===== config.mk =====
export PLATFORM = sky130hd
export DESIGN_NAME = cipher_status_tracker
export DESIGN_NICKNAME = d
export VERILOG_FILES = /design/src/rtl/cst_pkg.sv /design/src/rtl/cst_phase_ctrl.sv /design/src/rtl/cst_key_tracker.sv /design/src/rtl/cst_access_monitor.sv /design/src/rtl/cipher_status_tracker.sv
export SDC_FILE = /design/constraint.sdc
export NUM_CORES = 1
export LEC_CHECK = 0
export ABC_AREA = 1
export ABC_CLOCK_PERIOD_IN_PS = 3000
export BUFFER_PORTS_ARGS = -buffer_cell sky130_fd_sc_hd__buf_2
export CAP_MARGIN = 20
export CORE_ASPECT_RATIO = 0.75
export CORE_MARGIN = 10
export CORE_UTILIZATION = 43
export DETAILED_ROUTE_END_ITERATION = 8
export GPL_ROUTABILITY_DRIVEN = 1
export PLACE_DENSITY = 0.95
export SLEW_MARGIN = 0
export SYNTH_ARGS = -nofsm -noshare
export SYNTH_HDL_FRONTEND = slang
export SYNTH_HIERARCHICAL = 1
export SYNTH_SLANG_ARGS = --single-unit
export TNS_END_PERCENT = 1

===== constraint.sdc =====
create_clock -name clk -period 3 [get_ports clk]
set_input_delay 0.6 -clock clk [delete_from_list [all_inputs] [get_ports clk]]
set_output_delay 0.6 -clock clk [all_outputs]
set_load 0.01 [all_outputs]

===== src/rtl/cst_pkg.sv =====
package cst_pkg;
    typedef enum logic [1:0] {
        PH_IDLE,
        PH_LOAD,
        PH_CRUNCH,
        PH_DRAIN
    } phase_e;

    typedef enum logic [2:0] {
        KS_EMPTY,
        KS_COLLECT,
        KS_HWLOAD,
        KS_READY,
        KS_FAULT
    } kstate_e;
endpackage


===== src/rtl/cst_phase_ctrl.sv =====
module cst_phase_ctrl
    import cst_pkg::*;
#(
    parameter int BLK_WORDS = 4
) (
    input  logic   clk,
    input  logic   rst_n,
    input  logic   en_set,
    input  logic   en_clr,
    input  logic   keyvalid,
    input  logic   din_wr,
    input  logic   dout_rd,
    input  logic   core_done,
    input  logic   ccf_clr,
    output logic   en,
    output phase_e phase,
    output logic   ccf
);
    localparam int BCW = (BLK_WORDS > 1) ? $clog2(BLK_WORDS) : 1;
    localparam logic [BCW-1:0] LAST = BCW'(BLK_WORDS - 1);

    phase_e         ph_q, ph_d;
    logic [BCW-1:0] wc_q, wc_d;
    logic           en_q, ccf_q;

    // state register
    always_ff @(posedge clk) begin
        if (!rst_n) begin
            ph_q  <= PH_IDLE;
            wc_q  <= '0;
            en_q  <= 1'b0;
            ccf_q <= 1'b0;
        end else begin
            ph_q <= ph_d;
            wc_q <= wc_d;
            if (en_clr)
                en_q <= 1'b0;
            else if (en_set && keyvalid)
                en_q <= 1'b1;
            if (core_done && ph_q == PH_CRUNCH)
                ccf_q <= 1'b1;
            else if (ccf_clr)
                ccf_q <= 1'b0;
        end
    end

    // next state
    always_comb begin
        ph_d = ph_q;
        wc_d = wc_q;
        if (!en_q) begin
            ph_d = PH_IDLE;
            wc_d = '0;
        end else begin
            unique case (ph_q)
                PH_IDLE: ph_d = PH_LOAD;
                PH_LOAD:
                    if (din_wr) begin
                        if (wc_q == LAST) begin
                            ph_d = PH_CRUNCH;
                            wc_d = '0;
                        end else begin
                            wc_d = wc_q + 1'b1;
                        end
                    end
                PH_CRUNCH:
                    if (core_done) ph_d = PH_DRAIN;
                PH_DRAIN:
                    if (dout_rd) begin
                        if (wc_q == LAST) begin
                            ph_d = PH_LOAD;
                            wc_d = '0;
                        end else begin
                            wc_d = wc_q + 1'b1;
                        end
                    end
            endcase
        end
    end

    // outputs
    always_comb begin
        en    = en_q;
        phase = ph_q;
        ccf   = ccf_q;
    end
endmodule


===== src/rtl/cst_key_tracker.sv =====
module cst_key_tracker
    import cst_pkg::*;
#(
    parameter int KEY_MIN_WORDS = 4,
    parameter int KEY_MAX_WORDS = 8,
    parameter int KSEL_W        = 2
) (
    input  logic                             clk,
    input  logic                             rst_n,
    input  logic                             key_size,
    input  logic [KSEL_W-1:0]                key_sel,
    input  logic                             key_wr,
    input  logic [$clog2(KEY_MAX_WORDS)-1:0] key_idx,
    input  logic                             hw_key_done,
    input  logic                             hw_key_ok,
    input  logic                             keyerr_clr,
    output logic                             keyvalid,
    output logic                             keyerr,
    output logic                             hw_busy
);
    localparam int KIW = $clog2(KEY_MAX_WORDS);
    localparam int KCW = KIW + 1;

    kstate_e          st_q, st_d;
    logic [KCW-1:0]   cnt_q, cnt_d;
    logic             size_q;
    logic [KSEL_W-1:0] sel_q;

    logic [KCW-1:0] need, base, expect_idx;
    logic           cfg_chg, sw_wr, hw_src;

    assign need       = key_size ? KCW'(KEY_MAX_WORDS) : KCW'(KEY_MIN_WORDS);
    assign cfg_chg    = (key_size != size_q) || (key_sel != sel_q);
    assign hw_src     = (key_sel != '0);
    assign sw_wr      = key_wr && !hw_src;
    assign base       = (st_q == KS_COLLECT) ? cnt_q : '0;
    assign expect_idx = need - 1'b1 - base;

    // state register
    always_ff @(posedge clk) begin
        if (!rst_n) begin
            st_q   <= KS_EMPTY;
            cnt_q  <= '0;
            size_q <= 1'b0;
            sel_q  <= '0;
        end else begin
            st_q   <= st_d;
            cnt_q  <= cnt_d;
            size_q <= key_size;
            sel_q  <= key_sel;
        end
    end

    // next state
    always_comb begin
        st_d  = st_q;
        cnt_d = cnt_q;
        unique case (st_q)
            KS_FAULT:
                if (keyerr_clr) begin
                    st_d  = KS_EMPTY;
                    cnt_d = '0;
                end
            KS_HWLOAD:
                if (cfg_chg) begin
                    st_d = KS_EMPTY;
                end else if (hw_key_done) begin
                    st_d = hw_key_ok ? KS_READY : KS_FAULT;
                end
            KS_EMPTY, KS_COLLECT, KS_READY:
                if (cfg_chg) begin
                    st_d  = KS_EMPTY;
                    cnt_d = '0;
                end else if (hw_src && st_q == KS_EMPTY) begin
                    st_d = KS_HWLOAD;
                end else if (sw_wr) begin
                    if ({1'b0, key_idx} == expect_idx) begin
                        if (base + 1'b1 == need) begin
                            st_d  = KS_READY;
                            cnt_d = '0;
                        end else begin
                            st_d  = KS_COLLECT;
                            cnt_d = base + 1'b1;
                        end
                    end else begin
                        st_d  = KS_FAULT;
                        cnt_d = '0;
                    end
                end
            default: begin
                st_d  = KS_EMPTY;
                cnt_d = '0;
            end
        endcase
    end

    // outputs
    always_comb begin
        keyvalid = (st_q == KS_READY);
        keyerr   = (st_q == KS_FAULT);
        hw_busy  = (st_q == KS_HWLOAD);
    end
endmodule


===== src/rtl/cst_access_monitor.sv =====
module cst_access_monitor
    import cst_pkg::*;
#(
    parameter int DW = 32
) (
    input  logic          clk,
    input  logic          rst_n,
    input  phase_e        phase,
    input  logic          din_wr,
    input  logic [DW-1:0] din_wdata,
    input  logic          dout_rd,
    input  logic [DW-1:0] core_dout,
    input  logic          rwe_clr,
    input  logic          rwe_ie,
    output logic          din_fwd,
    output logic [DW-1:0] din_fdata,
    output logic [DW-1:0] dout_rdata,
    output logic          wrerr,
    output logic          rderr,
    output logic          irq
);
    logic bad_wr, bad_rd, wr_q, rd_q;

    assign bad_wr = din_wr  && (phase == PH_CRUNCH || phase == PH_DRAIN);
    assign bad_rd = dout_rd && (phase == PH_CRUNCH || phase == PH_LOAD);

    always_ff @(posedge clk) begin
        if (!rst_n) begin
            wr_q <= 1'b0;
            rd_q <= 1'b0;
        end else begin
            if (bad_wr)       wr_q <= 1'b1;
            else if (rwe_clr) wr_q <= 1'b0;
            if (bad_rd)       rd_q <= 1'b1;
            else if (rwe_clr) rd_q <= 1'b0;
        end
    end

    always_comb begin
        din_fwd    = din_wr && (phase == PH_LOAD);
        din_fdata  = din_fwd ? din_wdata : '0;
        dout_rdata = (phase == PH_DRAIN) ? core_dout : '0;
        wrerr      = wr_q;
        rderr      = rd_q;
        irq        = rwe_ie && (wr_q || rd_q);
    end
endmodule


===== src/rtl/cipher_status_tracker.sv =====
module cipher_status_tracker
    import cst_pkg::*;
#(
    parameter int DW            = 32,
    parameter int BLK_WORDS     = 4,
    parameter int KEY_MIN_WORDS = 4,
    parameter int KEY_MAX_WORDS = 8,
    parameter int KSEL_W        = 2
) (
    input  logic                             clk,
    input  logic                             rst_n,
    input  logic                             en_set,
    input  logic                             en_clr,
    input  logic                             din_wr,
    input  logic [DW-1:0]                    din_wdata,
    output logic                             din_fwd,
    output logic [DW-1:0]                    din_fdata,
    input  logic                             dout_rd,
    input  logic [DW-1:0]                    core_dout,
    output logic [DW-1:0]                    dout_rdata,
    input  logic                             core_done,
    input  logic                             key_size,
    input  logic [KSEL_W-1:0]                key_sel,
    input  logic                             key_wr,
    input  logic [$clog2(KEY_MAX_WORDS)-1:0] key_idx,
    input  logic                             hw_key_done,
    input  logic                             hw_key_ok,
    input  logic                             keyerr_clr,
    input  logic                             rwe_clr,
    input  logic                             ccf_clr,
    input  logic                             rwe_ie,
    output logic                             en,
    output logic                             busy,
    output logic                             ccf,
    output logic                             wrerr,
    output logic                             rderr,
    output logic                             keyvalid,
    output logic                             keyerr,
    output logic                             irq
);
    phase_e phase;
    logic   hw_busy;

    cst_phase_ctrl #(.BLK_WORDS(BLK_WORDS)) u_phase (
        .clk(clk), .rst_n(rst_n), .en_set(en_set), .en_clr(en_clr),
        .keyvalid(keyvalid), .din_wr(din_wr), .dout_rd(dout_rd),
        .core_done(core_done), .ccf_clr(ccf_clr),
        .en(en), .phase(phase), .ccf(ccf)
    );

    cst_key_tracker #(
        .KEY_MIN_WORDS(KEY_MIN_WORDS), .KEY_MAX_WORDS(KEY_MAX_WORDS), .KSEL_W(KSEL_W)
    ) u_key (
        .clk(clk), .rst_n(rst_n), .key_size(key_size), .key_sel(key_sel),
        .key_wr(key_wr), .key_idx(key_idx), .hw_key_done(hw_key_done),
        .hw_key_ok(hw_key_ok), .keyerr_clr(keyerr_clr),
        .keyvalid(keyvalid), .keyerr(keyerr), .hw_busy(hw_busy)
    );

    cst_access_monitor #(.DW(DW)) u_acc (
        .clk(clk), .rst_n(rst_n), .phase(phase), .din_wr(din_wr),
        .din_wdata(din_wdata), .dout_rd(dout_rd), .core_dout(core_dout),
        .rwe_clr(rwe_clr), .rwe_ie(rwe_ie), .din_fwd(din_fwd),
        .din_fdata(din_fdata), .dout_rdata(dout_rdata),
        .wrerr(wrerr), .rderr(rderr), .irq(irq)
    );

    assign busy = hw_busy || (phase == PH_CRUNCH);
endmodule


==> metrics.log <==
[metrics] run status: finished clean
[metrics] final period utilization: 85.6%
[metrics] top metal layer carrying routed signals: met4
[metrics] number of nets with antenna violations after detailed routing: 0
[metrics] clock tree root buffer cell: clkbuf_8
[metrics] post-layout utilization of the core: 62.9%
[metrics] Power Dens Cells: 205 nW/µm²
[metrics] required time worst endpoint: 2.40 ns
[metrics] Slew Limit Fails: 0
[metrics] nets in the synthesized netlist: 440
[metrics] Netlist cell types: 26
[metrics] setup TNS after final layout: 0 ns
[metrics] share of synthesized cell area in full adder, half adder and majority cells: 5.79%
[metrics] maximum fanout along the worst path: 33
[metrics] sum of net half-perimeters after detailed placement: 6700 µm
[metrics] remaining global-route overflow: 0
[metrics] nets: 594
[metrics] critical path capture point type: primary output
[metrics] ordered list of cells on the worst path: inv_1 > ha_1 > nand2_2 > nor2_1 > buf_2
[metrics] synthesis-stage register bit count: 18
[metrics] post-synthesis mux area share: 0%
[metrics] CTS buffer count: 3
[metrics] Iteration-0 DRC Markers: 154
[metrics] largest net degree at the start of global routing: 34
[metrics] CTS tree: built
[metrics] drt drc: 0
[metrics] number of gates resized after cts: 0
[metrics] number of standard cells after synthesis: 347
[metrics] minimum period implied by the final worst setup slack: 2.57 ns
[metrics] WL met3: 755 µm
[metrics] vias post-DR: 2526
[metrics] routed wire length per instance: 13.8 µm
[metrics] unrepaired setup endpoints after global routing: no
[metrics] maximum ir drop on the vdd rail: 254 µV
[metrics] worst slew pin tran: 0.884 ns
[metrics] number of setup violations in the final report: 0
[metrics] router iterations before antenna repair: 4
[metrics] final hold slack: 0.473 ns
[metrics] initial cell density of the core: 44.0%
[metrics] Max Root-Sink Buffers: 2
[metrics] IO Pins: 157
[metrics] number of global-route vias before repair: 2374
[metrics] Startpoint Class: register
[metrics] most frequent cells in the layout: buf_2 (156), inv_1 (106), nand2_1 (84)
[metrics] maximum clock skew at final layout: 0.00152 ns
[metrics] synthesis-to-finish area growth: 42.8%
[metrics] worst-path cell with the longest stage delay: nand2_2
[metrics] compound-cell area share of the yosys netlist: 6.44%
[metrics] input/output buffers: 156
[metrics] weighted congestion reported at the end of routability-driven placement: 0.981
[metrics] number of antenna violations at the first check in global routing: 0
[metrics] first-pass GRT wire length: 12000 µm
[metrics] ANT cells: 0
[metrics] most frequent standard cell in the layout excluding fill and tap cells: buf_2
[metrics] mean area per synthesized cell: 5.60 µm²
[metrics] clock latency reported for the late side of the worst-skew pair: 0.25 ns
[metrics] CTS Hold Buffers Added: 0
[metrics] Die Height: 78.2 µm
[metrics] met2 wire length: 4130 µm
[metrics] slew margin rel.: 40.9%
[metrics] critical path's top delay family: simple AND/OR/NAND/NOR gates
[metrics] die footprint: 7640 µm²
[metrics] leakage dissipation: 2.02 nW
[metrics] Core Region: 4410 µm²
[metrics] worst hold path class: reg -> reg
[metrics] site row count: 21
[metrics] Max-Cap Viols: 0
[metrics] overall routing resource usage: 18.7%
[metrics] detailed-route vias per instance: 4.54
[metrics] Arrival @ worst endpoint: 1.97 ns
[metrics] YS warnings: 6
[metrics] cell area after synthesis: 1940 µm²
[metrics] xor/xnor share of the synthesized area: 1.80%
[metrics] largest family of logic cells by synthesized area: simple AND/OR/NAND/NOR gates
[metrics] Max Freq: 0.390 GHz
[metrics] crit path kind: reg -> out
[metrics] CP bufs+invs: 2
[metrics] Detailed Route WL: 7710 µm
[metrics] number of H-tree levels: 1
[metrics] detailed-routing wirelength on met1: 2750 µm
[metrics] Largest stage delay, worst path: 0.64 ns
[metrics] setup fix buffers added after clock tree synthesis: 0
[metrics] Die W: 97.6 µm
[metrics] CTS sink cnt: 18
[metrics] final-report hold violation count: 0
[metrics] layout cell share with drive strength beyond 1: 41.4%
[metrics] Simple-Gate Fraction of Synth Area: 42.1%
[metrics] clock-pin slew reported for the worst setup and hold paths after clock tree synthesis: 0.07 ns
[metrics] sequential-to-total area share from yosys stat: 18.5%
## per-stage QoR
step	cells	total power [mW]	cell area, µm²	setup slack (ns)
finish	557	0.570	2780	0.433
global route	557	0.601	2780	0.278
CTS	557	0.574	2780	0.429
detailed placement	553	0.374	2720	0.717
global placement	553	0.369	2720	0.814
floorplan	347	0.307	1940	1.07
## routing by layer
metal | up-vias | track usage, %
met1 | 1122 | 19.6
met3 | 6 | 5.07
met2 | 105 | 37.0
met4 | 0 | 3.04
li1 | 1293 | -
met5 | - | 0
## flip-flops by register name, summed over array words and instances (netlist names)
signal	cells
u_acc/rderr	1
u_phase/wc_q	2
u_key/sel_q	2
u_phase/ccf	1
u_key/size_q	1
u_phase/phase	2
u_key/st_q	3
u_key/cnt_q	4
u_phase/en	1
u_acc/wrerr	1
## worst reg2reg max path, delay by kind of cell (launching register included)
kind                       cells  cell delay [ns]
adders and majority gates      1             0.29
AOI/OAI and AO/OA              3             0.35
DFF                            1             0.37
xor gates and xnor gates       1             0.16
buffers and inverters          2             0.26
and+or+nand+nor                6             0.80
## cells by family (layout without fill, tap and decap cells)
logic type,count (synthesis),in the layout
AO/OA/AOI/OAI,23,23
AND/OR/NAND/NOR,176,176
adder cells (fa/ha/maj),9,9
buffers and inverters,117,270
XOR/XNOR,4,4
flip-flops,18,18
## area by class of cell
class	count	area (µm²)
repair buffers	157	788
well taps	57	71.3
fillers	407	1640
multi-input cells	212	1090
inverters	109	409
clock buffers	4	55.1
flip-flops and latches	18	360
## where the power goes
part           internal, mW  switching, mW  total, mW
clock network         0.117         0.0832      0.200
logic                0.0580         0.0620      0.120
registers             0.244        0.00573      0.250
total                 0.419          0.151      0.570
## Yosys cell counts
| cell | count | area [µm²] |
|---|---|---|
| buf_6 | 6 | 67.6 |
| nor2_4 | 1 | 11.3 |
| nor2_1 | 27 | 101 |
| o21a_1 | 1 | 7.51 |
| dfxtp_1 | 18 | 360 |
| o211ai_1 | 1 | 7.51 |
| nor3_1 | 3 | 15.0 |
| nand3_2 | 3 | 30.0 |
| buf_4 | 2 | 15.0 |
| inv_1 | 106 | 398 |
| a21oi_2 | 1 | 8.76 |
| nand2_2 | 4 | 25.0 |
| nand3_1 | 14 | 70.1 |
| ha_1 | 9 | 113 |
| xnor2_1 | 2 | 17.5 |
| xor2_1 | 2 | 17.5 |
| nand2_1 | 84 | 315 |
| nand3b_1 | 1 | 7.51 |
| inv_2 | 3 | 11.3 |
| or2_2 | 1 | 6.26 |
| o21ai_0 | 4 | 20.0 |
| nor2_2 | 33 | 206 |
| o21ai_1 | 2 | 10.0 |
| nand4_1 | 5 | 31.3 |
| a21oi_1 | 13 | 65.1 |
| o22ai_1 | 1 | 6.26 |
## final timing paths
path | start | to | slack (ns) | cells past startpoint
worst max-delay path | u_phase/phase[1] | din_fdata[31] | 0.43 | 5
worst max register to register | u_key/st_q[1] | u_key/cnt_q[2] | 0.70 | 13
worst min-delay path | u_phase/ccf | u_phase/ccf | 0.47 | 2
worst min register to register | u_phase/ccf | u_phase/ccf | 0.47 | 2
Note: power is estimated with default switching activity, not from simulation.
